<file path="src/rtl/i2s_tx_pkg.sv">
package i2s_tx_pkg;

    typedef enum logic [2:0] {
        ST_IDLE,
        ST_SYNC,
        ST_RUN,
        ST_DRAIN,
        ST_UNDERRUN
    } tx_state_e;

endpackage

</file>
<file path="src/rtl/i2s_tx_sync.sv">
// Brings the master's bit clock and word select into the system clock domain
// and reports single-cycle rise/fall strobes of the synchronised bit clock.
module i2s_tx_sync #(
    parameter int STAGES = 2
) (
    input  logic clk,
    input  logic rst_n,
    input  logic sck_in,
    input  logic ws_in,
    output logic sck_rise,
    output logic sck_fall,
    output logic ws_sync
);

    logic [STAGES-1:0] sck_pipe;
    logic [STAGES-1:0] ws_pipe;
    logic              sck_last;

    generate
        if (STAGES == 1) begin : g_single
            always_ff @(posedge clk or negedge rst_n) begin
                if (!rst_n) begin
                    sck_pipe <= '0;
                    ws_pipe  <= '1;
                end else begin
                    sck_pipe <= sck_in;
                    ws_pipe  <= ws_in;
                end
            end
        end else begin : g_chain
            always_ff @(posedge clk or negedge rst_n) begin
                if (!rst_n) begin
                    sck_pipe <= '0;
                    ws_pipe  <= '1;
                end else begin
                    sck_pipe <= {sck_pipe[STAGES-2:0], sck_in};
                    ws_pipe  <= {ws_pipe[STAGES-2:0], ws_in};
                end
            end
        end
    endgenerate

    always_ff @(posedge clk or negedge rst_n) begin
        if (!rst_n) begin
            sck_last <= 1'b0;
        end else begin
            sck_last <= sck_pipe[STAGES-1];
        end
    end

    assign sck_rise = sck_pipe[STAGES-1] & ~sck_last;
    assign sck_fall = ~sck_pipe[STAGES-1] & sck_last;
    assign ws_sync  = ws_pipe[STAGES-1];

endmodule

</file>
<file path="src/rtl/i2s_tx_holdbuf.sv">
// One-entry holding buffer between the host and the shift register.
module i2s_tx_holdbuf #(
    parameter int WIDTH = 16
) (
    input  logic             clk,
    input  logic             rst_n,
    input  logic             flush,
    input  logic             wr_en,
    input  logic [WIDTH-1:0] wr_data,
    input  logic             take,
    output logic             full,
    output logic [WIDTH-1:0] data
);

    always_ff @(posedge clk or negedge rst_n) begin
        if (!rst_n) begin
            full <= 1'b0;
            data <= '0;
        end else if (flush) begin
            full <= 1'b0;
        end else if (wr_en) begin
            full <= 1'b1;
            data <= wr_data;
        end else if (take) begin
            full <= 1'b0;
        end
    end

endmodule

</file>
<file path="src/rtl/i2s_tx_shifter.sv">
// Parallel-load, MSB-first shift register with a count of bits already driven.
module i2s_tx_shifter #(
    parameter int WIDTH = 16
) (
    input  logic             clk,
    input  logic             rst_n,
    input  logic             load,
    input  logic             shift,
    input  logic [WIDTH-1:0] load_data,
    output logic             msb,
    output logic             bits_done
);

    localparam int CNT_W = $clog2(WIDTH + 1);

    logic [WIDTH-1:0] sreg;
    logic [CNT_W-1:0] sent;

    always_ff @(posedge clk or negedge rst_n) begin
        if (!rst_n) begin
            sreg <= '0;
            sent <= '0;
        end else if (load) begin
            sreg <= load_data;
            sent <= CNT_W'(1);
        end else if (shift) begin
            sreg <= {sreg[WIDTH-2:0], 1'b0};
            if (sent < CNT_W'(WIDTH)) begin
                sent <= sent + CNT_W'(1);
            end
        end
    end

    assign msb       = sreg[WIDTH-1];
    assign bits_done = (sent >= CNT_W'(WIDTH));

endmodule

</file>
<file path="src/rtl/i2s_tx_ctrl.sv">
// Frame controller: follows word select, decides load / shift / underrun.
module i2s_tx_ctrl
    import i2s_tx_pkg::*;
(
    input  logic      clk,
    input  logic      rst_n,
    input  logic      enable,
    input  logic      sck_rise,
    input  logic      sck_fall,
    input  logic      ws_sync,
    input  logic      buf_full,
    input  logic      bits_done,
    output logic      load,
    output logic      shift,
    output logic      chan_right,
    output tx_state_e state
);

    tx_state_e state_nx;
    logic      ws_last;
    logic      boundary;
    logic      tracking;

    assign tracking = (state == ST_SYNC) || (state == ST_RUN) || (state == ST_DRAIN);

    // State register
    always_ff @(posedge clk or negedge rst_n) begin
        if (!rst_n) begin
            state <= ST_IDLE;
        end else begin
            state <= state_nx;
        end
    end

    // Transitions and strobes
    always_comb begin
        state_nx = state;
        load     = 1'b0;
        shift    = 1'b0;
        unique case (state)
            ST_IDLE: begin
                if (enable) begin
                    state_nx = ST_SYNC;
                end
            end
            ST_SYNC: begin
                if (!enable) begin
                    state_nx = ST_IDLE;
                end else if (sck_fall && boundary && !ws_last) begin
                    if (buf_full) begin
                        load     = 1'b1;
                        state_nx = ST_RUN;
                    end else begin
                        state_nx = ST_UNDERRUN;
                    end
                end
            end
            ST_RUN: begin
                if (sck_fall) begin
                    if (boundary) begin
                        if (buf_full) begin
                            load = 1'b1;
                        end else begin
                            state_nx = enable ? ST_UNDERRUN : ST_IDLE;
                        end
                    end else begin
                        shift = 1'b1;
                    end
                end
                if (!enable && state_nx == ST_RUN) begin
                    state_nx = ST_DRAIN;
                end
            end
            ST_DRAIN: begin
                if (sck_fall) begin
                    if (boundary || bits_done) begin
                        state_nx = ST_IDLE;
                    end else begin
                        shift = 1'b1;
                    end
                end
            end
            ST_UNDERRUN: begin
                if (!enable) begin
                    state_nx = ST_IDLE;
                end
            end
            default: state_nx = ST_IDLE;
        endcase
    end

    // Word-select tracking and channel side
    always_ff @(posedge clk or negedge rst_n) begin
        if (!rst_n) begin
            ws_last    <= 1'b1;
            boundary   <= 1'b0;
            chan_right <= 1'b0;
        end else begin
            if (state == ST_IDLE && enable) begin
                ws_last  <= 1'b1;
                boundary <= 1'b0;
            end else if (tracking) begin
                if (sck_rise) begin
                    boundary <= (ws_sync != ws_last);
                    ws_last  <= ws_sync;
                end else if (sck_fall) begin
                    boundary <= 1'b0;
                end
            end
            if (load) begin
                chan_right <= ws_last;
            end
        end
    end

endmodule

</file>
<file path="src/rtl/i2s_slave_tx.sv">
module i2s_slave_tx
    import i2s_tx_pkg::*;
#(
    parameter int SAMPLE_W    = 16,
    parameter int SYNC_STAGES = 2
) (
    input  logic                clk,
    input  logic                rst_n,
    input  logic                sck_in,
    input  logic                ws_in,
    input  logic                enable,
    input  logic                txe_ie,
    input  logic                err_ie,
    input  logic                wr_en,
    input  logic [SAMPLE_W-1:0] wr_data,
    output logic                sd_out,
    output logic                txe,
    output logic                chan_right,
    output logic                udr,
    output logic                irq
);

    logic                sck_rise;
    logic                sck_fall;
    logic                ws_sync;
    logic                buf_full;
    logic [SAMPLE_W-1:0] buf_data;
    logic                load;
    logic                shift;
    logic                sh_msb;
    logic                bits_done;
    tx_state_e           state;

    i2s_tx_sync #(.STAGES(SYNC_STAGES)) u_sync (
        .clk      (clk),
        .rst_n    (rst_n),
        .sck_in   (sck_in),
        .ws_in    (ws_in),
        .sck_rise (sck_rise),
        .sck_fall (sck_fall),
        .ws_sync  (ws_sync)
    );

    i2s_tx_holdbuf #(.WIDTH(SAMPLE_W)) u_buf (
        .clk     (clk),
        .rst_n   (rst_n),
        .flush   (!enable),
        .wr_en   (wr_en),
        .wr_data (wr_data),
        .take    (load),
        .full    (buf_full),
        .data    (buf_data)
    );

    i2s_tx_shifter #(.WIDTH(SAMPLE_W)) u_shift (
        .clk       (clk),
        .rst_n     (rst_n),
        .load      (load),
        .shift     (shift),
        .load_data (buf_data),
        .msb       (sh_msb),
        .bits_done (bits_done)
    );

    i2s_tx_ctrl u_ctrl (
        .clk        (clk),
        .rst_n      (rst_n),
        .enable     (enable),
        .sck_rise   (sck_rise),
        .sck_fall   (sck_fall),
        .ws_sync    (ws_sync),
        .buf_full   (buf_full),
        .bits_done  (bits_done),
        .load       (load),
        .shift      (shift),
        .chan_right (chan_right),
        .state      (state)
    );

    // Output decode
    always_comb begin
        sd_out = ((state == ST_RUN) || (state == ST_DRAIN)) ? sh_msb : 1'b0;
        txe    = !buf_full;
        udr    = (state == ST_UNDERRUN);
        irq    = (enable && txe_ie && !buf_full) || (err_ie && (state == ST_UNDERRUN));
    end

endmodule

</file>
<file path="config.mk">
export PLATFORM = sky130hd
export DESIGN_NAME = i2s_slave_tx
export DESIGN_NICKNAME = d
export VERILOG_FILES = /design/src/rtl/i2s_tx_pkg.sv /design/src/rtl/i2s_tx_sync.sv /design/src/rtl/i2s_tx_holdbuf.sv /design/src/rtl/i2s_tx_shifter.sv /design/src/rtl/i2s_tx_ctrl.sv /design/src/rtl/i2s_slave_tx.sv
export SDC_FILE = /design/constraint.sdc
export NUM_CORES = 1
export LEC_CHECK = 0
export ABC_AREA = 1
export BUFFER_PORTS_ARGS = -buffer_cell sky130_fd_sc_hd__buf_2
export CAP_MARGIN = 20
export CORE_MARGIN = 5
export CORE_UTILIZATION = 61
export DETAILED_ROUTE_END_ITERATION = 10
export PLACE_DENSITY_LB_ADDON = 0.12
export SLEW_MARGIN = 10
export SYNTH_ARGS = -nofsm -noshare
export SYNTH_HDL_FRONTEND = slang
export SYNTH_SLANG_ARGS = --single-unit
</file>
<file path="constraint.sdc">
create_clock -name clk -period 3.61 [get_ports clk]
set_clock_uncertainty 0.05 [all_clocks]
set_input_delay 0.1805 -clock clk [delete_from_list [all_inputs] [get_ports clk]]
set_output_delay 0.1805 -clock clk [all_outputs]
set_load 0.01 [all_outputs]
</file>
==> reports/results.txt <==
Core Region: 3630 um2
RSZ-0062 raised after global routing: no
CTS Buf Count: 5
GP Congestion: 0.858
# H-tree levels: 2
Row count: 22
Port Buffers: 28
CP Cell Sequence: inv_1 > nand3_1 > nor2_1 > nand2_1 > nand2_2 > a21oi_4 > nand2_1 > nand2_1
Worst min path class: in -> reg
Required @ worst endpoint: 3.80 ns
Avg Cell Area, Syn: 8.80 um2
Clock power share: 21.7%
Slew HR: 53.2%
Remaining Overflow, GRT: 0
Synth Net Count: 283
Most used cell, CP: nand2_1
Initial antenna violation count: 0
#FFs+latches synth: 49
All-Layer GR Usage: 17.4%
DP Area: 2410 um2
Final setup fails: 0
Via-to-Cell Ratio: 4.96
Slowest cell on the critical path: a21oi_4
Combinational power share: 26.2%
Fill cell count: 302
Largest net degree at the start of global routing: 50
Leak pwr: 1.31 nW
Area fraction of the dominant cell type after synthesis: 50.7%
Via count: 1687
Die Ht: 71 um
Die area: 5040 um2
Yosys top cell by area: dfrtp_1
Chip width: 71 um
CP Class: reg -> reg
Sequential fraction of design power: 52.0%
Clock Latency Late Sink: 0.31 ns
Crit path arrival time: 1.89 ns
Initial Utilization: 62.5%
CP max FO: 20
Final hold slack: 0.0488 ns
Post-route ant nets: 0
# Post-CTS Setup Buffers: 0
Synth cell count leaders: nand2_1 (70), dfrtp_1 (46), inv_1 (35), nor2_1 (29), a21oi_1 (18)
Setup total negative slack: 0 ns
Final period util: 47.2%
CP startpoint kind: flop
Distinct cells, synth: 18
Clock root cell: clkbuf_8
Final Cell Area: 2560 um2
Residual DRC: 0
Initial DRC count: 122
Synth Instances: 258
HPWL Detailed: 2.78 mm
Post-synth ARST share: 100%
Layout Area Growth over Synthesis: 12.8%
CTS clk-pin slew, worst paths: 0.09 ns
Most common cell in the netlist: nand2_1
Max incr delay on CP: 0.44 ns
Max-Cap Viols: 0
N_diodes: 0
Ys flop type: dfrtp_1
Post-synth EDFFs: 0
Minimum clock period: 1.70 ns
CTS Sinks: 49
Sequential area share after synthesis: 54.2%
Number of nets in the layout: 316
Bufs and invs on worst path: 1
Worst Tran Pin Value: 0.700 ns
CTS tree: built
Max Slew Vio Count: 0
Share of cells above drive strength 1: 21.6%
Outcome: finished, final reports clean
Pre-antenna DRT Iters: 7
Mapped cell area: 2270 um2
Worst setup EP type: flop
Hold Fails Final Rpt: 0
Top post-synthesis cells by area: dfrtp_1 (51%), nand2_1 (12%), mux2_2 (7.9%)
Clock Tree Buf Depth: 2
Peak VDD IR: 453 uV
Ys Warns: 0
Int Pwr: 1.01 mW
Vias in the first global route: 1606
Max Freq: 587 MHz
First-pass GRT wire length: 7.00 mm
Routed WL: 4.04 mm
I/O Pins: 29
Crit path max-delay family: simple AND/OR/NAND/NOR gates
Switching power: 0.525 mW
Net Sw Frac: 34.2%
WL/cell: 11.9 um
Power Dens Cells: 601 nW/um2
[timing repair]
item,CTS,global route
endpoints found under the hold margin,2,10
resized for setup,0,0
hold buffers,2,1
[cell families after synthesis]
kind of cell | after synthesis | share of synthesized area, %
buffers and inverters | 43 | 8.54
adder cells (fa/ha/maj) | 1 | 0.551
flip-flops | 49 | 54.2
AND/OR/NAND/NOR | 119 | 21.4
multiplexers | 16 | 7.94
AO/OA/AOI/OAI | 30 | 7.33
[per-layer routing]
| layer | wire length, um | track usage, % |
|---|---|---|
| met3 | 195 | 3.98 |
| met4 | 62 | 6.26 |
| met1 | 2010 | 24.1 |
| met2 | 1770 | 26.8 |
| met5 | 0 | 0 |
[path summary, 6_finish.rpt]
check | from | to | slack [ns] | cells after the start
max | u_ctrl.state[1] | u_shift.sreg[1] | 1.91 | 8
min | wr_data[11] | u_buf.data[11] | 0.05 | 2
max reg2reg | u_ctrl.state[1] | u_shift.sreg[1] | 1.91 | 8
min reg2reg | u_sync.ws_pipe[0] | u_sync.ws_pipe[1] | 0.31 | 0
max in group asynchronous | rst_n | u_ctrl.ws_last | 2.74 | 3
min in group asynchronous | rst_n | u_sync.sck_pipe[1] | 0.23 | 2
[power by group through the flow]
stage          registers, mW  logic (mW)  clock network [mW]
4_1_cts                0.800       0.400               0.342
6_report               0.800       0.403               0.334
3_5_place_dp           0.808       0.398                   0
2_1_floorplan          0.781       0.315                   0
3_3_place_gp           0.807       0.385                   0
5_1_grt                0.821       0.477               0.362
[stage by stage]
step	setup slack (ns)	total power, mW	std cells	util, %
CTS	1.90	1.54	338	69.7
global placement	1.93	1.19	328	66.5
finish	1.91	1.54	340	70.5
global route	1.70	1.66	340	70.5
detailed placement	1.92	1.21	328	66.5
floorplan	2.27	1.10	258	-
[worst register-to-register path, cell delays in order, from the launching register on]
cell and delay [ns]:
dfrtp_1 0.42, inv_1 0.08, nand3_1 0.09, nor2_1 0.07, nand2_1 0.07, nand2_2 0.24, a21oi_4 0.44, nand2_1 0.10
nand2_1 0.08
[layout make-up]
class | count | area, um2 | share of cell area, %
Clock buffer | 6 | 82.6 | 3.22
Clock inverter | 2 | 13.8 | 0.537
Inverter | 37 | 139 | 5.42
Multi-Input combinational cell | 166 | 846 | 33.0
Sequential cell | 49 | 1230 | 48.0
Tap cell | 48 | 60.1 | 2.34
Timing Repair Buffer | 32 | 190 | 7.43
[cell usage in the layout (no fill, tap or decap)]
cell type,instances
a21oi_1,18
a21oi_4,1
a32o_1,1
buf_12,1
buf_2,28
clkbuf_8,6
clkinv_2,1
clkinv_4,1
dfrtp_1,46
dfstp_2,3
dlygate4sd3_1,3
ha_1,1
inv_1,35
inv_2,2
mux2_2,16
nand2_1,70
nand2_2,3
nand3_1,11
nand4_1,5
nor2_1,29
nor3_2,1
o21ai_0,10
[flip-flops by register name, indices dropped and copies added (netlist names), 2 cells and up]
| register | flops |
|---|---|
| u_shift.sent | 5 |
| u_sync.sck_pipe | 2 |
| u_ctrl.state | 3 |
| u_shift.sreg | 16 |
| u_buf.data | 16 |
| u_sync.ws_pipe | 2 |
(Power assumes the default switching activity.)
